`config.mk`:
```
export PLATFORM = sky130hd
export DESIGN_NAME = tgc_span
export DESIGN_NICKNAME = d
export VERILOG_FILES = /design/src/rtl/tgc_pkg.sv /design/src/rtl/tgc_span.sv
export SDC_FILE = /design/constraint.sdc
export NUM_CORES = 1
export LEC_CHECK = 0
export BUFFER_PORTS_ARGS = -buffer_cell sky130_fd_sc_hd__buf_4
export CAP_MARGIN = 40
export CORE_MARGIN = 4
export CORE_UTILIZATION = 45
export DETAILED_ROUTE_END_ITERATION = 8
export PLACE_DENSITY_LB_ADDON = 0.15
export SLEW_MARGIN = 5
export SYNTH_ARGS = -nofsm -noshare
export SYNTH_HDL_FRONTEND = slang
export SYNTH_SLANG_ARGS = --single-unit
```
`constraint.sdc`:
```
create_clock -name vclk -period 3.9
set_input_delay 0.39 -clock vclk [all_inputs]
set_output_delay 0.39 -clock vclk [all_outputs]
set_load 0.05 [all_outputs]
```
`src/rtl/tgc_pkg.sv`:
```
package tgc_pkg;
   localparam int GRAN_LSB = 4;
   localparam int TAG_W    = 4;
   localparam int BYTE_W   = 2 * TAG_W;

   typedef enum logic {
      WALK_IDLE = 1'b0,
      WALK_RUN  = 1'b1
   } walk_st_e;
endpackage

```
`src/rtl/tgc_span.sv`:
```
module tgc_span
   import tgc_pkg::*;
#(
   parameter int ADDR_W = 32,
   parameter int SIZE_W = 8,
   parameter int CNT_W  = 5,
   parameter bit REV_EN = 1'b1
) (
   input  logic [ADDR_W-1:0]          addr,
   input  logic [SIZE_W-1:0]          size_m1,
   input  logic                       rev,
   output logic [ADDR_W-GRAN_LSB-1:0] g_first,
   output logic [CNT_W-1:0]           g_total
);
   localparam int GI_W = ADDR_W - GRAN_LSB;

   logic [ADDR_W-1:0] size_ext;
   logic [ADDR_W-1:0] top_byte;
   logic [GI_W-1:0]   span_up;

   assign size_ext = ADDR_W'(size_m1);
   assign g_first  = addr[ADDR_W-1:GRAN_LSB];
   assign top_byte = addr + size_ext;
   assign span_up  = top_byte[ADDR_W-1:GRAN_LSB] - g_first;

   generate
      if (REV_EN) begin : g_both
         logic [ADDR_W-1:0] bot_byte;
         logic [GI_W-1:0]   span_dn;
         assign bot_byte = addr - size_ext;
         assign span_dn  = g_first - bot_byte[ADDR_W-1:GRAN_LSB];
         assign g_total  = (rev ? CNT_W'(span_dn) : CNT_W'(span_up)) + CNT_W'(1);
      end else begin : g_fwd_only
         logic unused_rev;
         assign unused_rev = rev;
         assign g_total    = CNT_W'(span_up) + CNT_W'(1);
      end
   endgenerate
endmodule

```
== Word level (Yosys, flattened, before mapping) ==
Cells that the tools add are included.

* Word-level logic and storage cells: 6
* Output and inout bits: 33
* Input bits: 41
* Register bits after elaboration: 0

* Add/subtract/negate cells: 5
* Muxes and demuxes: 1

{| class="wikitable"
|+ Operators with widths
! cell !! count
|-
| subtractor 5 bit || 2
|-
| adder 9 x 8 -> 9 bit || 1
|-
| subtractor 9 x 8 -> 9 bit || 1
|-
| adder 5 x 1 -> 5 bit (second input constant) || 1
|-
| two-way mux 5 bit || 1
|}

== Depth between registers and ports, before layout ==
Gate-level depths: netlist (run 1).

* Word-level depth: 4
* Gate-level depth with buffers: 15
* Depth with buffers taken out: 15

== Worst setup path after synthesis (run 1) ==
OpenSTA, ideal clock, no wires.

* Path type: input to output
* Start: input size_m1[2]
* End: output g_total[4]
* Buffers on the path: 0
* Stages on the path: 15
* Data required time: 3.510 ns
* Arrival: 3.453 ns
* Slack: 0.057 ns
* Cell sequence: inv_1 -> ha_1 -> and4bb_1 -> nor3_1 -> nor2_1 -> nor2_1 -> o21ba_2 -> xnor2_1 -> fa_1 -> nand2b_1 -> a21boi_0 -> nor3_1 -> mux2i_1 -> o211ai_2 -> xnor2_1

* Cells in the longest elaborated chain, start to end: 4
* Elaborated cells between the ends (all ways): 6
* Those cells by class: 5 x add/sub; 1 x mux

{| class="wikitable"
|+ RTL lines
! what !! RTL line !! RTL
|-
| start, declared || tgc_span.sv:10 || <nowiki>input logic [SIZE_W-1:0] size_m1,</nowiki>
|-
| adder 9 x 8 -> 9 bit / subtractor 9 x 8 -> 9 bit (equally long branches) || tgc_span.sv:23, tgc_span.sv:30 ||
|-
| subtractor 5 bit (on tied branches) || tgc_span.sv:24, tgc_span.sv:31 ||
|-
| two-way mux 5 bit (*) || tgc_span.sv:32 || <nowiki>assign g_total = (rev ? CNT_W'(span_dn) : CNT_W'(span_up)) + CNT_W'(1);</nowiki>
|-
| adder 5 x 1 -> 5 bit (*) || tgc_span.sv:32 ||
|-
| end, declared || tgc_span.sv:13 || <nowiki>output logic [CNT_W-1:0] g_total</nowiki>
|}

Every way passes the cells marked *; elsewhere a longest branch is shown, timed or not.

== Worst setup path after layout (run 1) ==
* Start: input addr[2]
* End: output g_total[4]

* Cells in the longest elaborated chain, start to end: 4
* Elaborated cells between the ends (all ways): 6
* Those cells by class: 5 x add/sub; 1 x mux

{| class="wikitable"
|+ RTL lines
! what !! RTL line !! RTL
|-
| start, declared || tgc_span.sv:9 || <nowiki>input logic [ADDR_W-1:0] addr,</nowiki>
|-
| adder 9 x 8 -> 9 bit / subtractor 9 x 8 -> 9 bit (equally long branches) || tgc_span.sv:23, tgc_span.sv:30 ||
|-
| subtractor 5 bit (on tied branches) || tgc_span.sv:24, tgc_span.sv:31 ||
|-
| two-way mux 5 bit (*) || tgc_span.sv:32 ||
|-
| adder 5 x 1 -> 5 bit (*) || tgc_span.sv:32 ||
|}

Marked as above.

==> results of run 1 <==
-- routing by layer --
metal  part of all wire, %  routed length (um)  vias up
li1                      -                   -      456
met1                    39                 831      386
met2                    48                1029       31
met3                    11                 230       18
met4                   2.9                  63        0
met5                     0                   0        -
-- synthesized netlist by cell type, drive strengths merged (3+ instances only) --
master	count	area (um^2)
a21boi	3	22.52
a21oi	5	28.78
buf	29	221.5
ha	23	287.8
inv	20	75.07
nor2	6	22.52
nor2b	5	31.28
nor3	6	35.03
o21ai	4	20.01
xnor2	9	78.83
xor2	3	26.28
-- critical path: cells and delay by family --
kind | cells | cell delay [ps]
buffers and inverters | 2 | 320
adders and majority gates | 3 | 940
muxes | 1 | 150
xor gates and xnor gates | 2 | 230
and+or+nand+nor | 6 | 870
AOI/OAI and AO/OA | 2 | 330
-- cells by family (layout without fill, tap and decap cells) --
kind of cell	count (synthesis)	count (layout)
XOR/XNOR	12	12
buffers and inverters	50	46
AND/OR/NAND/NOR	28	28
AO/OA/AOI/OAI	28	28
multiplexers	3	3
adder cells (fa/ha/maj)	25	25
-- layout make-up --
class / instances / area share, %
tap: 30 / 3.247
inverter: 20 / 6.493
multi-input combinational: 96 / 73.38
timing repair buffer: 26 / 16.88
-- through the flow --
step / instances / utilization [%] / cell area (um^2)
after floorplan: 146 / - / 1149
after global placement: 172 / 47.09 / 1156
after detailed placement: 172 / 47.09 / 1156
after CTS: 172 / 47.09 / 1156
after global routing: 172 / 47.09 / 1156
final: 172 / 47.09 / 1156
-- power by group --
| group | total (mW) | leakage [nW] | switching [mW] | internal (mW) |
|---|---|---|---|---|
| Clock | 0 | 0 | 0 | 0 |
| Sequential | 0 | 0 | 0 | 0 |
| Combinational | 0.399 | 0.619 | 0.243 | 0.157 |
-- final timing paths --
| kind | slack, ps | end | cells after the start |
|---|---|---|---|
| worst max-delay path | 260 | g_total[4] | 16 |
| worst min-delay path | 780 | g_first[11] | 0 |
-- what timing repair did --
action	4_1_cts	5_1_grt
setup endpoints to repair	0	1
hold endpoints to repair	0	0
gates resized for setup	0	1
==> results.ini, run 1 <==
[worst_setup_path]
cp.required_ps=3510
cp_slowest_cell=fa_1
crit_path_start_kind=input pin
end_kind=output port
critPathArrivalTime_ps=3250
cp_max_fo=4
cp_cell_sequence=buf_4, ha_1, and4bb_1, nor3_1, nor2_1, nor2_1, xnor2_1, ha_1, fa_1, nand2b_1, a21boi_1, nor3_1, mux2i_1, o211ai_2, xnor2_1, buf_4
critical_path.max_stage_delay_ps=410
critPathKind=input pin to output port
worstSetupStartpoint=addr[2]

[power_and_ir_drop]
peakVddDrop_v=0.0004214
power_density_nw_per_um2=345.6
leakage_nw=0.6193
p_total_mw=0.3995

[clock_network]
cts_setup_buffers=0
postCtsHoldBufs=0

[logic_synthesis]
synth_xor_xnor_area_share_pct=9.150
post_synth_fa_ha_maj_area_fraction_pct=28.54
netlist_instances=146
synth_fp_nets=212
synth_warnings=0
synth.area.mux_share_pct=2.723
synth-compound-area-share_pct=19.17
syn_avg_cell_area_um2=7.867
syn_area_um2=1149
ys_types=42
synth_top_family_by_area=adder cells
seq_area_frac_synth_pct=0
synth_simple_gate_area_share_pct=14.27

[global_route]
globalRoute.totalOverflow=0
antenna_found_initial=0
grt_pass1_vias=895
grt_max_degree=9
grt_busiest_layer=met2
grt_pass1_wl_mm=3.505
track_usage_pct=12.18
met2_usage_pct=23.92
met1_usage_pct=12.89
use_met3_pct=1.754

[floorplanning]
row_count=18
initial_core_util_pct=46.79
coreArea_um2=2455
dieWidth_um=58.52
io_pins=74
die_h_um=58.52
dieArea_um2=3425

[sta]
min_period_ps=3639
rsz0062_at_grt=no
holdWs_ps=780.0
drv_slew=0
setup_tns_ps=0
finalSetupViolCount=0
period_share_pct=93.31
finalHoldViolCount=0
slew_headroom_pct=78.91
fin_ws_ps=261.1
worst_pin_slew_ps=316.3
timing.fmax_ghz=0.2748

[job]
drv_cap=0

[min_path]
hold_class=input pin to output port
min_from=addr[15]

[routing]
drc=0
dr.pass1.iters=4
wl_per_cell_um=12.52
vias=891
wl_mm=2.154
drtAntennaViolNets=0
first_iter_violations=11
via_per_inst=5.180

[finish]
layout_common_cells=buf_4, ha_1, inv_1
fin_nets=210
clkbuf_count=0
drive_gt1_share_pct=25.35
multi_input_area_um2=848.3
fill_cells=260
final_common_cell=buf_4
antenna_cells=0
seqCellArea_um2=0
synthToLayoutAreaGrowth_pct=0.6537
seq_cell_count=0

[placement]
gp_congestion=0.6838
place_hpwl_mm=1.975
dpl_worst_slack_ps=173.1
portBuffers=26

[status]
outcome=finished clean

No activity file was read; power rests on OpenSTA's default activity.
==> run 2, diff against run 1 <==
- ABC_AREA: not set -> 1
- PLACE_DENSITY: not set -> 0.83
- PLACE_DENSITY_LB_ADDON: 0.15 -> not set
==> results.ini, run 2 <==
[status]
outcome=finished clean

[logic_synthesis]
syn_avg_cell_area_um2=6.212  ; -21%
synth.most_common_cell=inv_1
synth_top_area_cell=ha_1
seq_area_frac_synth_pct=0  ; unchanged
synth_warnings=0  ; unchanged
synth_top_area_share_pct=23.52  ; -1.5 points
netlist_instances=197  ; +35%
syn_area_um2=1224  ; +6.5%
synth_area_leaders=ha_1, buf_4, inv_1
synth_commonest_cells=inv_1, nand2_1, buf_4
ys_types=29  ; -31%
synth_fp_nets=263  ; +24%

[worst_setup_path]
cp_cell_sequence=buf_4, ha_1, a21oi_1, nand2_1, nand2_2, nand2_1, nand2_1, and2_1, fa_1, mux2i_1, ha_1, nand2_1, nor2_1, nand3_1, nand2_1, buf_4
end_kind=output port
cp_num_buf_inv=2  ; unchanged
cp.required_ps=3510  ; about the same
cp_slowest_cell=fa_1
critPathTopFamily=adder cells
critPathArrivalTime_ps=2960  ; -290 ps
critical_path.max_stage_delay_ps=420  ; about the same
cp_max_fo=5  ; +1
crit_path_start_kind=input pin
critPathKind=input pin to output port
cp_common_cell=nand2_1

[finish]
synthToLayoutAreaGrowth_pct=0.3069
seq_cell_count=0  ; unchanged
fin_nets=261  ; +24%
layout_common_cells=inv_1, nand2_1, buf_4
clkbuf_count=0  ; unchanged
final_common_cell=inv_1
finish.instance_area_um2=1227  ; +6.2%
seqCellArea_um2=0  ; unchanged
drive_gt1_share_pct=20.21  ; -5.1 points
fill_cells=279  ; +7.3%
antenna_cells=0  ; unchanged
multi_input_area_um2=833.3  ; -1.8%

[routing]
drtAntennaViolNets=0  ; unchanged
via_per_inst=4.753  ; -8.2%
wl_met3_um=141  ; -39%
first_iter_violations=14  ; +3
vias=1060  ; +19%
drc=0  ; unchanged
wl_mm=2.154  ; unchanged
wl_per_cell_um=9.659  ; -23%
dr.pass1.iters=4  ; unchanged
wl_met1_um=999  ; +20%
routed-wl-met2_mm=1.005  ; -2.3%
maxUsedRoutingLayer=met4

[global_route]
globalRoute.totalOverflow=0  ; unchanged
track_usage_pct=12.95  ; +0.77 points
grt_pass1_wl_mm=3.891  ; +11%
grt_max_degree=9  ; unchanged
grt_pass1_vias=971  ; +8.5%
antenna_found_initial=0  ; unchanged

[floorplanning]
dieWidth_um=60.15  ; +2.8%
io_pins=74  ; unchanged
coreArea_um2=2545  ; +3.7%
initial_core_util_pct=48.08  ; +1.3 points
row_count=18  ; unchanged
die_h_um=60.15  ; +2.8%
dieArea_um2=3617  ; +5.6%

[sta]
timing.fmax_ghz=0.2986  ; +8.6%
period_share_pct=85.88  ; -7.4 points
slew_headroom_pct=77.13  ; -1.8 points
drv_slew=0  ; unchanged
setup_tns_ps=0  ; unchanged
rsz0062_at_grt=no
worst_pin_slew_ps=337.7  ; +21.43 ps
finalHoldViolCount=0  ; unchanged
fin_ws_ps=550.8  ; +289.7 ps
finalSetupViolCount=0  ; unchanged
min_period_ps=3349  ; -289.7 ps

[placement]
portBuffers=26  ; unchanged
place_hpwl_mm=1.970  ; -0.28%
placed_cell_area_um2=1227  ; +6.2%
dpl_worst_slack_ps=543.6  ; +370.5 ps
gp_congestion=0.8601  ; +26%

[clock_network]
cts_setup_buffers=0  ; unchanged
postCtsHoldBufs=0  ; unchanged
cts_resized=0  ; unchanged

[job]
drv_cap=0  ; unchanged

[min_path]
hold_class=input pin to output port

[power_and_ir_drop]
p_total_mw=0.3503  ; -12%
peakVddDrop_v=0.0003047  ; -28%
power_density_nw_per_um2=285.4  ; -17%
leakage_nw=0.7713  ; +25%

run 2: cell count changes after synthesis, sizes merged, moves of 2 or more:
| cell | previous run | this run |
|---|---|---|
| a21boi | 3 | 0 |
| a21oi | 5 | 14 |
| inv | 20 | 42 |
| nand2 | 2 | 44 |
| nand2b | 2 | 0 |
| nand3 | 1 | 15 |
| nor2b | 5 | 0 |
| nor3 | 6 | 1 |
| nor3b | 2 | 0 |
| xnor2 | 9 | 0 |
run 2: routing by layer:
layer	up-vias	track usage, %
li1	578	-
met1	453	17.64
met2	25	22.84
met3	4	1.080
met4	0	0.9494
met5	-	0
run 2: where the power goes:
group          internal, mW  leakage, nW  switching, mW
registers                 0            0              0
logic                 0.124        0.771          0.227
clock network             0            0              0
run 2: path summary, 6_finish.rpt:
kind,endpoint,depth (start not counted),from
min,g_first[13],0,addr[17]
max,g_total[4],16,addr[3]
run 2: through the flow:
stage | util [%] | std cells | hold WS (ps)
4_1_cts | 48.23 | 223 | 780.3
3_5_place_dp | 48.23 | 223 | 780.3
6_report | 48.23 | 223 | 780.0
5_1_grt | 48.23 | 223 | 780.1
3_3_place_gp | 48.23 | 223 | 780.3
2_1_floorplan | - | 197 | 947.1
run 2: area by class of cell:
type,instances,share of cell area (%)
multi-input cells,124,67.89
inverters,43,13.15
repair buffers,26,15.90
well taps,30,3.058
run 2: logic make-up (layout without fill, tap and decap cells):
logic type / Yosys count / after routing / synth area share (%)
AOI/OAI and AO/OA: 24 / 24 / 11.76
xor gates and xnor gates: 4 / 4 / 2.863
adders and majority gates: 25 / 25 / 26.79
buffers and inverters: 73 / 69 / 31.90
muxes: 1 / 1 / 0.8180
and+or+nand+nor: 70 / 70 / 25.87
==> run 3, diff against run 2 <==
- ABC_AREA: 1 -> not set
- PLACE_DENSITY: 0.83 -> 0.84
==> results.ini, run 3 (synthesized netlist as in run 1, its figures left out) <==
[status]
outcome=finished clean

[finish]
clkbuf_count=0  ; unchanged
fin_nets=210  ; -20%
antenna_cells=0  ; unchanged
drive_gt1_share_pct=28.87  ; +8.7 points
final_common_cell=buf_4
layout_common_cells=buf_4, ha_1, inv_1
synthToLayoutAreaGrowth_pct=2.832
fill_cells=251  ; -10%
seq_cell_count=0  ; unchanged
seqCellArea_um2=0  ; unchanged

[routing]
wl_met1_um=867  ; -13%
wl_mm=2.292  ; +6.4%
drtAntennaViolNets=0  ; unchanged
drc=0  ; unchanged
routed-wl-met2_mm=1.189  ; +18%
via_per_inst=5.291  ; +11%
dr.pass1.iters=4  ; unchanged
maxUsedRoutingLayer=met4
wl_per_cell_um=13.33  ; +38%
wl_met3_um=192  ; +36%
vias=910  ; -14%
first_iter_violations=17  ; +3

[sta]
worst_pin_slew_ps=324.5  ; -13.29 ps
slew_headroom_pct=78.37  ; +1.2 points
setup_tns_ps=0  ; unchanged
timing.fmax_ghz=0.2710  ; -9.2%
rsz0062_at_grt=no
drv_slew=0  ; unchanged
min_period_ps=3690  ; +340.9 ps
finalHoldViolCount=0  ; unchanged
holdWs_ps=780.0  ; +0.006000 ps
finalSetupViolCount=0  ; unchanged
period_share_pct=94.62  ; +8.7 points

[global_route]
grt_pass1_wl_mm=3.581  ; -8.0%
track_usage_pct=12.50  ; -0.45 points
antenna_found_initial=0  ; unchanged
globalRoute.totalOverflow=0  ; unchanged
grt_max_degree=9  ; unchanged
grt_pass1_vias=897  ; -7.6%

[power_and_ir_drop]
intPower_mw=0.1613  ; +30%
peakVddDrop_v=0.0003508  ; +15%
power.share.sequential_pct=0  ; unchanged
clkPwrFrac_pct=0  ; unchanged
p_total_mw=0.4141  ; +18%
switching_share_pct=61.04  ; -3.6 points
power_frac_comb_pct=100.0  ; about the same
switchingPower_mw=0.2528  ; +12%
leakage_nw=0.6295  ; -18%
power_density_nw_per_um2=350.6  ; +23%

[floorplanning]
row_count=18  ; unchanged
coreArea_um2=2455  ; -3.5%
dieWidth_um=58.52  ; -2.7%
die_h_um=58.52  ; -2.7%
io_pins=74  ; unchanged
initial_core_util_pct=46.79  ; -1.3 points
dieArea_um2=3425  ; -5.3%

[job]
drv_cap=0  ; unchanged

[placement]
portBuffers=26  ; unchanged
place_hpwl_mm=2.026  ; +2.9%
gp_congestion=0.7952  ; -7.5%

[min_path]
hold_class=input pin to output port

[worst_setup_path]
cp.required_ps=3510  ; about the same
end_kind=output port
cp_max_fo=4  ; -1
crit_path_start_kind=input pin
critPathArrivalTime_ps=3300  ; +340 ps
critPathKind=input pin to output port

[clock_network]
cts_resized=0  ; unchanged
cts_setup_buffers=0  ; unchanged
postCtsHoldBufs=0  ; unchanged

[run 3: area by class of cell]
type,instances,area (um^2),area share (%)
multi-input combinational,96,873.3,73.94
timing repair buffer,26,195.2,16.53
inverter,20,75.07,6.356
tap,30,37.54,3.178
[run 3: worst max-delay path: stages]
cell and delay [ps]:
buf_4 120, ha_1 320, and4bb_1 300, nor3_1 60
nor2_1 110, nor2_2 70, o21ba_2 220, xnor2_1 140
fa_1 430, nand2b_1 180, a21boi_1 210, nor3_1 70
mux2i_1 170, o211ai_2 130, xnor2_1 150, buf_4 210
[run 3: power groups by stage]
stage | Clock [mW] | Sequential [mW] | Combinational [mW]
6_report | 0 | 0 | 0.414
3_3_place_gp | 0 | 0 | 0.391
4_1_cts | 0 | 0 | 0.407
3_5_place_dp | 0 | 0 | 0.405
2_1_floorplan | 0 | 0 | 0.374
5_1_grt | 0 | 0 | 0.449
[run 3: worst paths after layout]
check      from     endpoint  slack, ps  cells after the start
max     addr[2]   g_total[4]        210                     16
min    addr[16]  g_first[12]        780                      0
[run 3: through the flow]
stage / instance area [um^2] / util [%] / setup WS [ps] / std cells
2_1_floorplan: 1149 / - / 57.18 / 146
3_3_place_gp: 1156 / 47.09 / 236.6 / 172
3_5_place_dp: 1156 / 47.09 / 160.6 / 172
4_1_cts: 1156 / 47.09 / 146.5 / 172
5_1_grt: 1181 / 48.11 / 2.438 / 172
6_report: 1181 / 48.11 / 209.9 / 172
[run 3: layer usage]
layer / up-vias / global-route usage [%]
li1: 456 / -
met1: 409 / 13.95
met2: 33 / 23.29
met3: 12 / 2.193
met4: 0 / 4.636
met5: - / 0
